`src/rtl/pseq_pkg.sv`:
```
package pseq_pkg;

  // instruction class codes presented by the decoder
  localparam logic [3:0] OPC_OTHER = 4'd0;
  localparam logic [3:0] OPC_JMPS  = 4'd1;
  localparam logic [3:0] OPC_CALS  = 4'd2;
  localparam logic [3:0] OPC_JMPL  = 4'd3;
  localparam logic [3:0] OPC_CALL  = 4'd4;
  localparam logic [3:0] OPC_RET   = 4'd5;
  localparam logic [3:0] OPC_LDAI  = 4'd6;
  localparam logic [3:0] OPC_LDLI  = 4'd7;
  localparam logic [3:0] OPC_HBIT  = 4'd8;
  localparam logic [3:0] OPC_CMPI  = 4'd9;

  // kind of the last executed instruction, for the repeat rule
  typedef enum logic [1:0] {
    LK_NONE = 2'd0,
    LK_A    = 2'd1,
    LK_L    = 2'd2,
    LK_H    = 2'd3
  } lastk_e;

  function automatic logic is_two_word(input logic [3:0] op);
    return (op == OPC_JMPL) || (op == OPC_CALL) || (op == OPC_CMPI);
  endfunction

  function automatic lastk_e load_kind(input logic [3:0] op);
    case (op)
      OPC_LDAI: return LK_A;
      OPC_LDLI: return LK_L;
      OPC_HBIT: return LK_H;
      default:  return LK_NONE;
    endcase
  endfunction

endpackage

```
`src/rtl/pseq_stack.sv`:
```
module pseq_stack #(
  parameter int W     = 10,
  parameter int DEPTH = 2
) (
  input  logic         clk,
  input  logic         rst_n,
  input  logic         push,
  input  logic         pop,
  input  logic [W-1:0] push_val,
  output logic [W-1:0] top
);

  logic [W-1:0] lvl_q [DEPTH];
  logic [W-1:0] lvl_d [DEPTH];
  logic         lvl_en;

  assign lvl_en = push | pop;
  assign top    = lvl_q[0];

  for (genvar i = 0; i < DEPTH; i++) begin : g_lvl
    // push shifts toward the deep end; pop shifts toward level 1,
    // the deepest entry keeps its value
    if (i == 0) begin : g_first
      if (DEPTH > 1) begin : g_multi
        always_comb begin
          if (push) lvl_d[i] = push_val;
          else      lvl_d[i] = lvl_q[i+1];
        end
      end else begin : g_single
        always_comb begin
          if (push) lvl_d[i] = push_val;
          else      lvl_d[i] = lvl_q[i];
        end
      end
    end else if (i == DEPTH - 1) begin : g_last
      always_comb begin
        if (push) lvl_d[i] = lvl_q[i-1];
        else      lvl_d[i] = lvl_q[i];
      end
    end else begin : g_mid
      always_comb begin
        if (push) lvl_d[i] = lvl_q[i-1];
        else      lvl_d[i] = lvl_q[i+1];
      end
    end

    always_ff @(posedge clk or negedge rst_n) begin
      if (!rst_n)      lvl_q[i] <= '0;
      else if (lvl_en) lvl_q[i] <= lvl_d[i];
    end
  end

endmodule

```
`src/rtl/pseq_gate.sv`:
```
module pseq_gate
  import pseq_pkg::*;
(
  input  logic       clk,
  input  logic       rst_n,
  input  logic [3:0] op_class,
  input  logic       skip_set,
  output logic       exec_en,
  output logic       second_word,
  output logic [3:0] w2_kind
);

  logic       sf_q, sf_d;
  lastk_e     lk_q, lk_d;
  logic       w2_q, w2_d;
  logic       w2sq_q, w2sq_d;
  logic [3:0] w2k_q, w2k_d;
  logic       op_two;
  logic       rep_hit;

  assign op_two = is_two_word(op_class);

  always_comb begin
    rep_hit = 1'b0;
    case (op_class)
      OPC_LDAI: rep_hit = (lk_q == LK_A);
      OPC_LDLI: rep_hit = (lk_q == LK_L);
      OPC_HBIT: rep_hit = (lk_q == LK_H);
      default:  rep_hit = 1'b0;
    endcase
  end

  assign exec_en     = w2_q ? !w2sq_q : !(sf_q || rep_hit);
  assign second_word = w2_q;
  assign w2_kind     = w2k_q;

  always_comb begin
    w2_d   = 1'b0;
    w2sq_d = w2sq_q;
    w2k_d  = w2k_q;
    lk_d   = lk_q;
    sf_d   = 1'b0;
    if (w2_q) begin
      sf_d = exec_en && (w2k_q == OPC_CMPI) && skip_set;
    end else begin
      w2_d   = op_two;
      w2sq_d = !exec_en;
      w2k_d  = op_class;
      sf_d   = exec_en && !op_two && skip_set;
      if (exec_en) lk_d = load_kind(op_class);
    end
  end

  always_ff @(posedge clk or negedge rst_n) begin
    if (!rst_n) begin
      sf_q   <= 1'b0;
      lk_q   <= LK_NONE;
      w2_q   <= 1'b0;
      w2sq_q <= 1'b0;
      w2k_q  <= OPC_OTHER;
    end else begin
      sf_q   <= sf_d;
      lk_q   <= lk_d;
      w2_q   <= w2_d;
      w2sq_q <= w2sq_d;
      w2k_q  <= w2k_d;
    end
  end

endmodule

```
`src/rtl/pseq_pc.sv`:
```
module pseq_pc
  import pseq_pkg::*;
#(
  parameter int PAGE_W = 4,
  parameter int OFF_W  = 6,
  localparam int PC_W  = PAGE_W + OFF_W
) (
  input  logic            clk,
  input  logic            rst_n,
  input  logic            exec_en,
  input  logic            second_word,
  input  logic [3:0]      w2_kind,
  input  logic [3:0]      op_class,
  input  logic [PC_W-1:0] target,
  input  logic [PC_W-1:0] stk_top,
  output logic [PC_W-1:0] pc,
  output logic            push,
  output logic            pop,
  output logic [PC_W-1:0] push_val
);

  logic [PC_W-1:0] pc_q, pc_d, pc_inc, pc_short;

  assign pc_inc   = pc_q + 1'b1;
  assign pc_short = {pc_q[PC_W-1:OFF_W], target[OFF_W-1:0]};
  assign push_val = pc_inc;
  assign pc       = pc_q;

  always_comb begin
    pc_d = pc_inc;
    push = 1'b0;
    pop  = 1'b0;
    if (exec_en) begin
      if (second_word) begin
        case (w2_kind)
          OPC_JMPL: pc_d = target;
          OPC_CALL: begin pc_d = target; push = 1'b1; end
          default:  pc_d = pc_inc;
        endcase
      end else begin
        case (op_class)
          OPC_JMPS: pc_d = pc_short;
          OPC_CALS: begin pc_d = pc_short; push = 1'b1; end
          OPC_RET:  begin pc_d = stk_top;  pop  = 1'b1; end
          default:  pc_d = pc_inc;
        endcase
      end
    end
  end

  always_ff @(posedge clk or negedge rst_n) begin
    if (!rst_n) pc_q <= '0;
    else        pc_q <= pc_d;
  end

endmodule

```
`src/rtl/pseq_top.sv`:
```
module pseq_top #(
  parameter int PAGE_W    = 4,
  parameter int OFF_W     = 6,
  parameter int STK_DEPTH = 2,
  localparam int PC_W     = PAGE_W + OFF_W
) (
  input  logic            clk,
  input  logic            rst_n,
  input  logic [3:0]      op_class,
  input  logic [PC_W-1:0] target,
  input  logic            skip_set,
  output logic [PC_W-1:0] fetch_addr,
  output logic            exec_en,
  output logic            second_word
);

  logic [3:0]      w2_kind;
  logic            stk_push, stk_pop;
  logic [PC_W-1:0] stk_val, stk_top;

  pseq_gate u_gate (
    .clk         (clk),
    .rst_n       (rst_n),
    .op_class    (op_class),
    .skip_set    (skip_set),
    .exec_en     (exec_en),
    .second_word (second_word),
    .w2_kind     (w2_kind)
  );

  pseq_pc #(.PAGE_W(PAGE_W), .OFF_W(OFF_W)) u_pc (
    .clk         (clk),
    .rst_n       (rst_n),
    .exec_en     (exec_en),
    .second_word (second_word),
    .w2_kind     (w2_kind),
    .op_class    (op_class),
    .target      (target),
    .stk_top     (stk_top),
    .pc          (fetch_addr),
    .push        (stk_push),
    .pop         (stk_pop),
    .push_val    (stk_val)
  );

  pseq_stack #(.W(PC_W), .DEPTH(STK_DEPTH)) u_stack (
    .clk      (clk),
    .rst_n    (rst_n),
    .push     (stk_push),
    .pop      (stk_pop),
    .push_val (stk_val),
    .top      (stk_top)
  );

endmodule

```
`config.mk`:
```
export PLATFORM = sky130hd
export DESIGN_NAME = pseq_top
export DESIGN_NICKNAME = d
export VERILOG_FILES = /design/src/rtl/pseq_pkg.sv /design/src/rtl/pseq_stack.sv /design/src/rtl/pseq_gate.sv /design/src/rtl/pseq_pc.sv /design/src/rtl/pseq_top.sv
export SDC_FILE = /design/constraint.sdc
export NUM_CORES = 1
export LEC_CHECK = 0
export BUFFER_PORTS_ARGS = -buffer_cell sky130_fd_sc_hd__buf_2
export CORE_ASPECT_RATIO = 0.9
export CORE_UTILIZATION = 55
export CTS_CLUSTER_SIZE = 28
export DETAILED_ROUTE_END_ITERATION = 10
export GPL_ROUTABILITY_DRIVEN = 1
export GPL_TIMING_DRIVEN = 0
export MAX_ROUTING_LAYER = met4
export PLACE_DENSITY_LB_ADDON = 0.15
export REMOVE_ABC_BUFFERS = 1
export SYNTH_ARGS = -nofsm -noshare
export SYNTH_HDL_FRONTEND = slang
export SYNTH_HIERARCHICAL = 1
export SYNTH_SLANG_ARGS = --single-unit
```
`constraint.sdc`:
```
create_clock -name clk -period 4.7 [get_ports clk]
set_input_delay 0.235 -clock clk [delete_from_list [all_inputs] [get_ports clk]]
set_output_delay 0.235 -clock clk [all_outputs]
set_load 0.005 [all_outputs]
```
==> results.cfg <==
[run_status]
status = finished clean

[critical_path]
path_depth = 8
rr_worst_depth = 8
critical_path_class = reg -> reg
max_stage_delay_ns = 0.84
reg2reg_from = u_gate/second_word
regToRegSetupSlack_ns = 1.55
critical_path_arrival_ns = 3.35
required_ns = 4.90
cp-end-kind = flip-flop
critPathMaxFanout = 17
cp_slowest_cell = and3_1
startpoint_type = flip-flop
path_buf_inv = 1
critPathTopFamily = simple AND/OR/NAND/NOR gates
rr_endpoint = u_pc/pc[8]
crit_chain = nor2_2 -> o21ai_1 -> o22a_2 -> inv_1 -> nor3b_1 -> and3_1 -> a221oi_1 -> a22oi_1

[drt]
top_layer = met4
met3_length_um = 216
drtPass1Iterations = 4
wl_met1_mm = 2.26
detail_route.wl_per_cell_um = 15.8
wl_met2_mm = 2.02
wl_mm = 4.53
drc = 0
drt_iter0_markers = 108
via_per_inst = 6.01
vias = 1726
ant_nets = 0

[timing]
hold_violations = 0
slew_viol_final = 0
fin_crit_sh_pct = 67.0
layout_min_cycle_time_ns = 3.15
final.setup.tns_ns = 0
finClkSkew_ns = 0.00850
maxSlewHeadroom_pct = 37.3
max_freq_mhz = 318
setup_viol_count_final = 0
rsz0062_at_grt = no
tightest_slew_ns = 0.934

[place]
hpwl_mm = 3.05
port_buffers = 28
gp_congestion = 0.765

[global_routing]
overflow = 0
grt_pass1_vias = 1643
grt.total_usage_pct = 22.9
grt_first_pass_wirelength_mm = 7.73
grt_max_degree = 40
antenna_found_initial = 0

[synth]
ys_ff_latch = 39
syn_area_per_cell_um2 = 10.4
synth_edf_count = 0
ys_seq_area_share_pct = 42.2
synthArstFlopShare_pct = 100
synth_area_um2 = 2310
synth.distinct_cells = 52
ys_warn_count = 6
synth_ff_type = dfrtp_1
syn_inst = 223

[floorplan]
start_util_pct = 59.9
coreArea_um2 = 3860
die_y_um = 63.5
io_pins = 29
rows = 21
die_w_um = 70.3
design.die.area_um2 = 4470

[pwr]
ir_drop_v = 0.000291
leakage_nw = 1.09
power_mw = 1.29
p_per_area_nw_per_um2 = 515

[cts]
cts_resized = 0
cts_tree = built
clock-root-buffer = clkbuf_8
path_clk_slew_ns = 0.08
clock_latency_ns = 0.29
holdBufCountCts = 0
cts_buffer_depth = 2
cts_buffers = 5
htreeDepth = 2
cts_sinks = 39
postCtsSetupBuffers = 0

[min_path]
min_path_type = in -> async

[cells_and_area]
final_util_pct = 65.1
syn_to_final_growth_pct = 8.82
drive_gt1_share_pct = 26.1
diodes = 0
num-nets-final = 258

[run]
max_cap_viol_count = 0
==> layout make-up <==
cell class	instances	area, um^2
clock buffers	6	72.6
clock inverters	2	60.1
fillers	322	1350
inverters	8	30.0
multi-input cells	157	1160
flip-flops and latches	39	976
well taps	46	57.6
repair buffers	29	155
==> cell families (layout without fill, tap and decap cells) <==
group                    after synthesis  in the layout  synth area share, %
multiplexers                          29             29                 15.0
AO/OA/AOI/OAI                         51             51                 14.5
AND/OR/NAND/NOR                       70             70                 18.0
buffers and inverters                 27             45                 7.52
XOR/XNOR                               6              6                 2.27
adder cells (fa/ha/maj)                1              1                0.541
flip-flops                            39             39                 42.2
==> cell usage in the layout, fill, tap and decap left out, types with 4 or more instances in the layout <==
master / instances
a21oi_1: 7
a22oi_1: 4
buf_2: 28
clkbuf_8: 5
dfrtp_1: 39
inv_1: 8
mux2_2: 5
mux2_4: 10
mux2i_1: 14
nand2_1: 16
nand3_1: 9
nand3b_1: 4
nor2_1: 8
nor3_1: 4
o21ai_0: 8
o21ai_1: 12
xnor2_1: 4
==> state kept, by name (all words and copies together) (netlist names) <==
name / count
u_gate/sf_q: 1
u_gate/w2sq_q: 1
u_pc/pc: 10
u_gate/w2_kind: 4
u_gate/lk_q: 2
u_stack/top: 10
u_gate/second_word: 1
u_stack/lvl_q: 10
==> cell usage after synthesis, drive strengths merged (4+ instances only) <==
| cell | number | area [um^2] |
|---|---|---|
| nor3 | 6 | 46.3 |
| nor2 | 10 | 40.0 |
| o21ai | 20 | 100 |
| a21oi | 7 | 35.0 |
| nand3 | 9 | 45.0 |
| xnor2 | 4 | 35.0 |
| buf | 18 | 140 |
| mux2 | 15 | 206 |
| nand2 | 16 | 60.1 |
| or3b | 4 | 37.5 |
| dfrtp | 39 | 976 |
| mux2i | 14 | 140 |
| nand3b | 4 | 30.0 |
| a22oi | 4 | 30.0 |
| inv | 8 | 30.0 |
==> routing by layer <==
metal  GRT usage (%)  vias up
li1                -      836
met1            31.6      837
met2            33.9       47
met3            4.48        6
met4            7.00        0
met5               -        -
==> worst max path at each step <==
stage | endpoint | slack (ns) | startpoint
floorplan | u_stack/lvl_q[0] | 1.69 | u_gate/second_word
global placement | u_stack/lvl_q[4] | 0.99 | u_gate/second_word
detailed placement | u_stack/top[0] | 1.67 | u_gate/second_word
CTS | u_stack/top[0] | 1.60 | u_gate/second_word
global route | u_pc/pc[8] | 1.31 | u_gate/second_word
finish | u_pc/pc[8] | 1.55 | u_gate/second_word
==> power by group <==
part	internal (mW)	switching (mW)	total, mW
Clock	0.212	0.114	0.327
Combinational	0.214	0.178	0.392
Sequential	0.461	0.115	0.576
==> worst register-to-register path, stage by stage, from the launching register on <==
cell and delay [ns]:
dfrtp_1 0.58, nor2_2 0.28, o21ai_1 0.12, o22a_2 0.22
inv_1 0.21, nor3b_1 0.39, and3_1 0.84, a221oi_1 0.24
a22oi_1 0.19
==> per-stage QoR <==
| stage | hold slack, ns | area (um^2) | instances | setup slack, ns |
|---|---|---|---|---|
| after CTS | 0.0757 | 2520 | 287 | 1.60 |
| final | 0.0465 | 2520 | 287 | 1.55 |
| after global placement | 0.396 | 2370 | 278 | 0.990 |
| after detailed placement | 0.391 | 2380 | 279 | 1.67 |
| after global routing | 0.128 | 2520 | 287 | 1.31 |
| after floorplan | -0.0606 | 2170 | 204 | 1.69 |
Power figures use the tool's default switching activity.
